## config.mk

```make
export PLATFORM = sky130hd
export DESIGN_NAME = dma_io_chan
export DESIGN_NICKNAME = d
export VERILOG_FILES = /design/src/rtl/dma_io_pkg.sv /design/src/rtl/dma_io_regs.sv /design/src/rtl/dma_io_seq.sv /design/src/rtl/dma_io_chan.sv
export SDC_FILE = /design/constraint.sdc
export NUM_CORES = 1
export LEC_CHECK = 0
export BUFFER_PORTS_ARGS = -buffer_cell sky130_fd_sc_hd__buf_4
export CAP_MARGIN = 20
export CELL_PAD_IN_SITES_DETAIL_PLACEMENT = 1
export CELL_PAD_IN_SITES_GLOBAL_PLACEMENT = 1
export CORE_ASPECT_RATIO = 1.5
export CORE_MARGIN = 2
export CORE_UTILIZATION = 38
export DETAILED_ROUTE_END_ITERATION = 10
export PLACE_DENSITY = 0.73
export SLEW_MARGIN = 20
export SYNTH_ARGS = -nofsm -noshare
export SYNTH_HDL_FRONTEND = slang
export SYNTH_HIERARCHICAL = 1
export SYNTH_SLANG_ARGS = --single-unit
```

## constraint.sdc

```tcl
create_clock -name clk -period 5.1 [get_ports clk]
set_clock_uncertainty 0.15 [all_clocks]
set_input_delay 0 -clock clk [delete_from_list [all_inputs] [get_ports clk]]
set_output_delay 0 -clock clk [all_outputs]
set_load 0.01 [all_outputs]
```

## src/rtl/dma_io_pkg.sv

```systemverilog
package dma_io_pkg;
  localparam int ADDR_W = 24;
  localparam int IO_W   = 8;
  localparam int CNT_W  = 16;
  localparam int DATA_W = 16;
  localparam int SRC_W  = 3;
  localparam int SEL_W  = 2;

  localparam logic [SEL_W-1:0] SEL_MAR  = 2'd0;
  localparam logic [SEL_W-1:0] SEL_IO   = 2'd1;
  localparam logic [SEL_W-1:0] SEL_CNT  = 2'd2;
  localparam logic [SEL_W-1:0] SEL_CTRL = 2'd3;

  localparam logic [SRC_W-1:0] SRC_SER_RX   = 3'd0;
  localparam logic [SRC_W-1:0] SRC_CONV_END = 3'd1;

  typedef struct packed {
    logic             en;
    logic [SRC_W-1:0] src;
    logic             dec;
    logic             word;
  } ctrl_t;

  typedef enum logic [1:0] {ST_IDLE, ST_READ, ST_WRITE} seq_state_e;

  function automatic logic [ADDR_W-1:0] mar_advance(input logic [ADDR_W-1:0] a,
                                                    input logic dec, input logic word);
    logic [ADDR_W-1:0] step;
    step = word ? ADDR_W'(2) : ADDR_W'(1);
    return dec ? a - step : a + step;
  endfunction

  function automatic logic [ADDR_W-1:0] io_expand(input logic [IO_W-1:0] off);
    return {{(ADDR_W-IO_W){1'b1}}, off};
  endfunction

  function automatic logic src_inbound(input logic [SRC_W-1:0] s);
    return (s == SRC_SER_RX) || (s == SRC_CONV_END);
  endfunction

  function automatic logic [DATA_W-1:0] size_mask(input logic [DATA_W-1:0] d, input logic word);
    return word ? d : {{(DATA_W-8){1'b0}}, d[7:0]};
  endfunction
endpackage

```

## src/rtl/dma_io_regs.sv

```systemverilog
module dma_io_regs
  import dma_io_pkg::*;
(
  input  logic              clk,
  input  logic              rst_n,
  input  logic              wr_en,
  input  logic [SEL_W-1:0]  wr_sel,
  input  logic [ADDR_W-1:0] wr_data,
  input  logic [SEL_W-1:0]  rd_sel,
  input  logic              xfer_done,
  output logic [ADDR_W-1:0] mar_q,
  output logic [IO_W-1:0]   io_q,
  output logic [CNT_W-1:0]  cnt_q,
  output ctrl_t             ctrl_q,
  output logic              irq_q,
  output logic [ADDR_W-1:0] rd_data,
  output logic              run_end
);
  localparam int CTRL_PAD = ADDR_W - 9;

  logic wr_mar, wr_io, wr_cnt, wr_ctrl;
  assign wr_mar  = wr_en && (wr_sel == SEL_MAR);
  assign wr_io   = wr_en && (wr_sel == SEL_IO);
  assign wr_cnt  = wr_en && (wr_sel == SEL_CNT);
  assign wr_ctrl = wr_en && (wr_sel == SEL_CTRL);
  assign run_end = xfer_done && (cnt_q == CNT_W'(1));

  always_ff @(posedge clk) begin
    if (!rst_n) begin
      mar_q  <= '0;
      io_q   <= '0;
      cnt_q  <= '0;
      ctrl_q <= '0;
      irq_q  <= 1'b0;
    end else begin
      if (wr_mar)         mar_q <= wr_data;
      else if (xfer_done) mar_q <= mar_advance(mar_q, ctrl_q.dec, ctrl_q.word);

      if (wr_io) io_q <= wr_data[IO_W-1:0];

      if (wr_cnt)         cnt_q <= wr_data[CNT_W-1:0];
      else if (xfer_done) cnt_q <= cnt_q - CNT_W'(1);

      if (wr_ctrl) begin
        ctrl_q.word <= wr_data[0];
        ctrl_q.dec  <= wr_data[1];
        ctrl_q.src  <= wr_data[2 +: SRC_W];
        ctrl_q.en   <= wr_data[7];
      end else if (run_end) begin
        ctrl_q.en <= 1'b0;
      end

      if (wr_ctrl)      irq_q <= 1'b0;
      else if (run_end) irq_q <= 1'b1;
    end
  end

  always_comb begin
    case (rd_sel)
      SEL_MAR:  rd_data = mar_q;
      SEL_IO:   rd_data = {{(ADDR_W-IO_W){1'b0}}, io_q};
      SEL_CNT:  rd_data = {{(ADDR_W-CNT_W){1'b0}}, cnt_q};
      default:  rd_data = {{CTRL_PAD{1'b0}}, irq_q, ctrl_q.en, 2'b00,
                           ctrl_q.src, ctrl_q.dec, ctrl_q.word};
    endcase
  end

  AST_COUNT_DOWN: assert property (@(posedge clk) disable iff (!rst_n)
    xfer_done && !wr_cnt |=> cnt_q == $past(cnt_q) - CNT_W'(1));

  AST_MAR_STRIDE: assert property (@(posedge clk) disable iff (!rst_n)
    xfer_done && !wr_mar |=> ((mar_q - $past(mar_q)) == ADDR_W'(1)) ||
                             ((mar_q - $past(mar_q)) == ADDR_W'(2)) ||
                             (($past(mar_q) - mar_q) == ADDR_W'(1)) ||
                             (($past(mar_q) - mar_q) == ADDR_W'(2)));

  AST_RUN_END: assert property (@(posedge clk) disable iff (!rst_n)
    run_end && !wr_ctrl |=> !ctrl_q.en && irq_q);

  AST_SW_WINS: assert property (@(posedge clk) disable iff (!rst_n)
    wr_mar |=> mar_q == $past(wr_data));
endmodule

```

## src/rtl/dma_io_seq.sv

```systemverilog
module dma_io_seq
  import dma_io_pkg::*;
(
  input  logic              clk,
  input  logic              rst_n,
  input  ctrl_t             ctrl,
  input  logic [ADDR_W-1:0] mar,
  input  logic [IO_W-1:0]   io_off,
  input  logic              req_valid,
  input  logic [SRC_W-1:0]  req_src,
  input  logic [DATA_W-1:0] bus_rdata,
  input  logic              bus_ack,
  output logic              bus_req,
  output logic              bus_we,
  output logic              bus_word,
  output logic [ADDR_W-1:0] bus_addr,
  output logic [DATA_W-1:0] bus_wdata,
  output logic              xfer_done
);
  seq_state_e        st_q;
  logic              pend_q, inb_q, word_q;
  logic [ADDR_W-1:0] mem_q, io_q;
  logic [DATA_W-1:0] data_q;

  logic req_hit, start, rd_fin;
  assign req_hit   = req_valid && ctrl.en && (req_src == ctrl.src);
  assign start     = (st_q == ST_IDLE) && ctrl.en && (pend_q || req_hit);
  assign rd_fin    = (st_q == ST_READ) && bus_ack;
  assign xfer_done = (st_q == ST_WRITE) && bus_ack;

  always_ff @(posedge clk) begin
    if (!rst_n) begin
      st_q   <= ST_IDLE;
      pend_q <= 1'b0;
      inb_q  <= 1'b0;
      word_q <= 1'b0;
      mem_q  <= '0;
      io_q   <= '0;
      data_q <= '0;
    end else begin
      if (!ctrl.en)   pend_q <= 1'b0;
      else if (start) pend_q <= pend_q && req_hit;
      else            pend_q <= pend_q || req_hit;

      case (st_q)
        ST_IDLE: if (start) begin
          st_q   <= ST_READ;
          inb_q  <= src_inbound(ctrl.src);
          word_q <= ctrl.word;
          mem_q  <= mar;
          io_q   <= io_expand(io_off);
        end
        ST_READ: if (rd_fin) begin
          st_q   <= ST_WRITE;
          data_q <= size_mask(bus_rdata, word_q);
        end
        default: if (xfer_done) st_q <= ST_IDLE;
      endcase
    end
  end

  assign bus_req   = (st_q != ST_IDLE);
  assign bus_we    = (st_q == ST_WRITE);
  assign bus_word  = word_q;
  assign bus_addr  = ((st_q == ST_READ) == inb_q) ? io_q : mem_q;
  assign bus_wdata = data_q;

  AST_IO_HIGH_ONES: assert property (@(posedge clk) disable iff (!rst_n)
    bus_req && (bus_we != inb_q) |-> bus_addr[ADDR_W-1:IO_W] == '1);

  AST_WRITE_AFTER_READ: assert property (@(posedge clk) disable iff (!rst_n)
    $rose(bus_we) |-> $past(bus_req && bus_ack && !bus_we));

  AST_HOLD_UNTIL_ACK: assert property (@(posedge clk) disable iff (!rst_n)
    bus_req && !bus_ack |=> bus_req && $stable(bus_addr) && $stable(bus_we));

  AST_NO_START_DISABLED: assert property (@(posedge clk) disable iff (!rst_n)
    !bus_req && !ctrl.en |=> !bus_req);
endmodule

```

## src/rtl/dma_io_chan.sv

```systemverilog
module dma_io_chan
  import dma_io_pkg::*;
(
  input  logic              clk,
  input  logic              rst_n,
  input  logic              cfg_we,
  input  logic [SEL_W-1:0]  cfg_sel,
  input  logic [ADDR_W-1:0] cfg_wdata,
  input  logic [SEL_W-1:0]  cfg_rsel,
  output logic [ADDR_W-1:0] cfg_rdata,
  input  logic              req_valid,
  input  logic [SRC_W-1:0]  req_src,
  output logic              bus_req,
  output logic              bus_we,
  output logic              bus_word,
  output logic [ADDR_W-1:0] bus_addr,
  output logic [DATA_W-1:0] bus_wdata,
  input  logic [DATA_W-1:0] bus_rdata,
  input  logic              bus_ack,
  output logic              irq
);
  logic [ADDR_W-1:0] mar;
  logic [IO_W-1:0]   io_off;
  logic [CNT_W-1:0]  cnt;
  ctrl_t             ctrl;
  logic              xfer_done, run_end;

  dma_io_regs i_regs (
    .clk(clk), .rst_n(rst_n), .wr_en(cfg_we), .wr_sel(cfg_sel), .wr_data(cfg_wdata),
    .rd_sel(cfg_rsel), .xfer_done(xfer_done), .mar_q(mar), .io_q(io_off), .cnt_q(cnt),
    .ctrl_q(ctrl), .irq_q(irq), .rd_data(cfg_rdata), .run_end(run_end)
  );

  dma_io_seq i_seq (
    .clk(clk), .rst_n(rst_n), .ctrl(ctrl), .mar(mar), .io_off(io_off),
    .req_valid(req_valid), .req_src(req_src), .bus_rdata(bus_rdata), .bus_ack(bus_ack),
    .bus_req(bus_req), .bus_we(bus_we), .bus_word(bus_word), .bus_addr(bus_addr),
    .bus_wdata(bus_wdata), .xfer_done(xfer_done)
  );

  AST_IRQ_ONLY_AT_END: assert property (@(posedge clk) disable iff (!rst_n)
    $rose(irq) |-> $past(run_end) && $past(cnt) == CNT_W'(1));

  AST_IDLE_AFTER_END: assert property (@(posedge clk) disable iff (!rst_n)
    run_end |=> !bus_req);
endmodule

```

==> results.toml, run 1 <==
[logic_synthesis]
avgSynthCellArea_um2 = 8.158
ys_types = 71
synth_edf_count = 0
synth_cells = 817
seq_area_frac_synth_pct = 32.74
synth_top_cell_by_area = "dfxtp_1"
netlist.area_leader.share_pct = 32.74
ys_ff_latch = 109
netlist_area_um2 = 6665
synth.area.top_cells = "dfxtp_1, mux2i_1, nand2_1, ha_1, nor2_1"
synth-async-reset-ratio_pct = 0
synth_nets = 895
yosys_most_used_dff = "dfxtp_1"
yosys_warnings = 6

[cts]
htree_levels = 3
cts_resized = 0
tritoncts = "built"
clkSinkCount = 109
path_clk_slew_ps = 80
cts_buffer_depth = 2
clk_latency_ps = 360
cts_made_buffers = 9
cts-root-buf = "clkbuf_16"

[floorplanning]
core_um2 = 17270
chipWidth_um = 112.1
dieHeight_um = 166.2
io_pins = 120
start_util_pct = 38.58
row_count = 59
die_area_um2 = 18640

[grt]
grt.total_usage_pct = 23.93
grt_first_pass_wirelength_um = 36140
grt_pass1_vias = 6855
antenna_found_initial = 0
overflow = 0
grt_max_degree = 67

[routing]
wl_per_cell_um = 19.13
first_pass_iters = 4
routed_wl_um = 22420
drc = 0
via_count = 6518
ant_nets = 0
drtIter0Drc = 333
viasPerCell = 5.561

[setup_path]
crit_required_ps = 5210
path_max_fanout = 25
reg2reg_setup_slack_ps = 1600
path_class = "register to register"
endpoint = "i_regs/mar_q[17]"
crit_path_end_kind = "register"
reg2reg_to = "i_regs/mar_q[17]"
rr_worst_depth = 8
critPathLaunchType = "register"
crit_arrival_ps = 3610
startpoint = "i_regs/ctrl_q[1]"
r2r_start = "i_regs/ctrl_q[1]"

[run_status]
status = "finished, final reports clean"

[worst_hold_path]
min_from = "req_valid"
hp-class = "primary input to register"

[timing]
fmax_ghz = 0.2859
finalCritPeriodShare_pct = 68.59
finalSetupViolations = 0
finalMaxSlewViolations = 0
tightest_slew_ps = 1028
period_needed_ps = 3498
hold_viol_final = 0
timing.slew.headroom_pct = 31.20
setup_slack_ps = 1602
rsz0062_at_grt = "no"
setup_tns_ps = 0

[power_and_ir_drop]
finalPower_mw = 1.912
max-vdd-ir-drop_uv = 149.0
power_leakage_nw = 3.815
p_per_area_nw_per_um2 = 225.7

[place]
dp.cells = 1106
place_ws_ps = 1680
place_congestion = 0.9021
dp_hpwl_um = 15880
io_buffer_count = 119

[layout]
nNetsFinal = 1032
diodes = 0
final_cell_mix = "nand2_1, buf_4, dfxtp_1, mux2i_1, nor2_1"
layout-drive-gt1-share_pct = 17.94
area_growth_pct = 27.09
fin_cells = 1172
final_common_cell = "nand2_1"

[run]
maxCapViolCount = 0
registers in the layout, summed over array words and instances, names as in the netlist:
name,cells
i_regs/mar_q,24
i_seq/mem_q,24
i_regs/cnt_q,16
i_seq/bus_wdata,16
i_seq/io_q,9
i_regs/io_q,8
i_regs/ctrl_q,6
i_seq/st_q,2
i_regs/irq_q,1
i_seq/bus_word,1
i_seq/inb_q,1
i_seq/pend_q,1
worst min path at each step:
stage	endpoint	depth (start not counted)
finish	i_seq/io_q[4]	5
global route	i_seq/io_q[6]	5
CTS	i_seq/io_q[4]	5
detailed placement	i_regs/io_q[5]	3
global placement	i_regs/io_q[5]	3
floorplan	i_regs/mar_q[0]	2
cells in the mapped netlist, drive strengths merged (7+ instances only):
master and count:
a21o 10, and2 11, inv 13, nor3 15, nor2 65, a21oi 39, and3 7, buf 17
mux2 10, mux2i 68, nor4 10, a21boi 18, ha 25, nand2 170, xnor2 13, nand3 19
or3 11, dfxtp 109, xor2 12, a211oi 21, clkbuf 34, o21ai 32
cell type report:
class                      count  area [um^2]
tap                          213        266.5
sequential                   109         2182
timing repair buffer         177         1454
clock buffer                   9        225.2
clock inverter                 7        91.34
inverter                      13        48.80
multi-input combinational    644         4203
fill                        2083         8803
power breakdown:
part | internal (mW) | switching, mW
clock | 0.395 | 0.368
sequential | 0.869 | 0.0294
combinational | 0.118 | 0.132
total | 1.38 | 0.529
through the flow:
step	util (%)	hold slack, ps	instance area (um^2)
finish	49.04	282.7	8471
global placement	44.31	115.1	7654
global route	49.04	296.8	8471
CTS	49.04	270.4	8471
floorplan	-	-13.95	6665
detailed placement	44.31	124.3	7654
metal layers:
metal,routed length [um],vias to the layer above,GRT usage (%)
met4,478,0,7.264
met1,9853,3182,30.32
met5,0,-,0
met3,848,29,2.737
li1,-,3157,-
met2,11240,150,42.33
cell families after synthesis:
family / Yosys count / share of synthesized area, %
simple gates: 345 / 23.65
compound gates: 163 / 16.69
flops: 109 / 32.74
mux: 84 / 13.93
buf+inv: 64 / 4.449
fa+ha+maj: 27 / 5.144
xor+xnor: 25 / 3.398
critical path, stage by stage, from the launching register on:
cell       delay, ps
dfxtp_1         1000
nor2b_1          320
ha_1             150
nor2b_1          190
o2111ai_1        230
a21o_1           270
a2111oi_0        680
o21ai_0          160
a31o_1           250
repair_timing:
action / 4_1_cts / 5_1_grt
endpoints found under the hold margin: 89 / 0
hold buffers: 50 / 0
buffers inserted: 0 / 0
Note: power is estimated with default switching activity, not from simulation.
==> inputs of run 2 (changes only) <==
clock period = 3.4 ns   (was 5.1 ns; I/O delays follow)
==> results.toml, run 2 (synthesis results as in run 1) <==
[run_status]
status = "finished, final reports clean"

[timing]
finalCritPeriodShare_pct = 91.09
setup_tns_ps = 0
timing.slew.headroom_pct = 36.48
tightest_slew_ps = 948.6
finalMaxSlewViolations = 0
fmax_ghz = 0.3229
setup_slack_ps = 302.9
holdWs_ps = 299.4
period_needed_ps = 3097
hold_viol_final = 0
finalSetupViolations = 0
rsz0062_at_grt = "no"

[floorplanning]
start_util_pct = 38.58
chipWidth_um = 112.1
dieHeight_um = 166.2
die_area_um2 = 18640
row_count = 59
io_pins = 120
core_um2 = 17270

[setup_path]
critPathLaunchType = "register"
crit_required_ps = 3490
cpMostUsedCell = "nor2b_1"
worst_path_max_delay_cell = "dfxtp_1"
crit_buf_inv = 0
crit_path_cell_trace = "nor2b_1 -> ha_1 -> nor2b_1 -> o2111ai_1 -> a21oi_2 -> o31ai_4 -> xor2_1 -> a2111oi_0"
cpPeakStageDelay_ps = 700
path_max_fanout = 15
crit_path_end_kind = "register"
crit_arrival_ps = 3190
path_class = "register to register"
critPathTopFamily = "compound AO/OA/AOI/OAI gates"

[grt]
grt_max_degree = 55
overflow = 0
antenna_found_initial = 0
grt_first_pass_wirelength_um = 35820
grt_pass1_vias = 6705
grt.total_usage_pct = 23.85

[power_and_ir_drop]
power_leakage_nw = 3.821
p_sw_uw = 792.5
comb_power_share_pct = 12.9
max-vdd-ir-drop_uv = 208.4
pwr-share-clk_pct = 41.4
p_per_area_nw_per_um2 = 346.6
intPower_mw = 2.152
finalPower_mw = 2.945
seqPwrFrac_pct = 45.7
switching_share_pct = 26.91

[cts]
cts_buffer_depth = 2
tritoncts = "built"
cts_setup_buffers = 0
cts-root-buf = "clkbuf_16"
path_clk_slew_ps = 80
htree_levels = 3
cts_made_buffers = 9
clk_latency_ps = 360
clkSinkCount = 109

[layout]
multiInputGateArea_um2 = 4203
nFillCells = 2056
layout-drive-gt1-share_pct = 18.46
area_growth_pct = 27.46
nNetsFinal = 1032
finish.instance_area_um2 = 8496
final_cell_mix = "nand2_1, buf_4, dfxtp_1, mux2i_1, nor2_1"
seqCellArea_um2 = 2182
diodes = 0
final_common_cell = "nand2_1"
top_regs = "i_regs/mar_q (24), i_seq/mem_q (24)"

[routing]
viasPerCell = 5.506
first_pass_iters = 6
ant_nets = 0
drtIter0Drc = 294
via_count = 6453
wl_per_cell_um = 19.00
routed_wl_um = 22270
drc = 0

[place]
place_congestion = 0.8922
place_ws_ps = 340.0
dp_hpwl_um = 15830
io_buffer_count = 119
place_area_um2 = 7704

[worst_hold_path]
hp-class = "primary input to register"

[run]
maxCapViolCount = 0
-- run 2: changes by cell type in the layout (fill, tap and decap cells not counted) --
| cell | change |
|---|---|
| bufinv_16 | +1 |
| clkinv_2 | -1 |
| buf_4 | +4 |
| dlygate4sd3_1 | -5 |
| buf_12 | +1 |
-- run 2: per-layer routing --
metal / part of all wire, % / GRT usage [%]
met1: 45 / 30.93
met2: 49 / 40.78
met3: 3.5 / 2.117
met4: 2.7 / 9.385
met5: 0 / 0
-- run 2: what timing repair did --
action,CTS,global route
endpoints found under the hold margin,75,0
endpoints found under the setup margin,0,0
hold buffers,45,0
resized for setup,0,0
-- run 2: path summary, 6_finish.rpt --
check                     endpoint  slack [ps]        startpoint  cells past startpoint
setup / recovery  i_regs/mar_q[11]         300  i_regs/ctrl_q[1]                      8
setup reg to reg  i_regs/mar_q[11]         300  i_regs/ctrl_q[1]                      8
hold / removal      i_regs/io_q[6]         300      cfg_wdata[6]                      4
hold reg to reg      i_seq/io_q[8]         300     i_seq/io_q[8]                      2
-- run 2: power by group through the flow --
stage	Clock (mW)	Combinational, mW	Sequential, mW
2_1_floorplan	0	0.202	1.36
4_1_cts	1.25	0.377	1.35
5_1_grt	1.31	0.414	1.35
3_5_place_dp	0	0.333	1.38
3_3_place_gp	0	0.329	1.38
6_report	1.22	0.380	1.35
-- run 2: area by class of cell --
type                    count  share of cell area (%)
clock buffers               9                   2.651
clock inverters             7                   1.370
inverters                  13                  0.5744
multi-input cells         644                   49.47
flip-flops and latches    109                   25.68
well taps                 213                   3.137
repair buffers            177                   17.11
-- run 2: metrics by stage --
| step | utilization, % | instances |
|---|---|---|
| finish | 49.18 | 1172 |
| global route | 49.18 | 1172 |
| CTS | 49.18 | 1172 |
| detailed placement | 44.60 | 1111 |
| global placement | 44.60 | 1111 |
| floorplan | - | 817 |
-- run 2: worst reg2reg max path, cell delays in order, from the launching register on --
cell and delay (ps):
dfxtp_1 700, nor2b_1 310, ha_1 270, nor2b_1 140, o2111ai_1 340, a21oi_2 170, o31ai_4 400, xor2_1 110
a2111oi_0 390
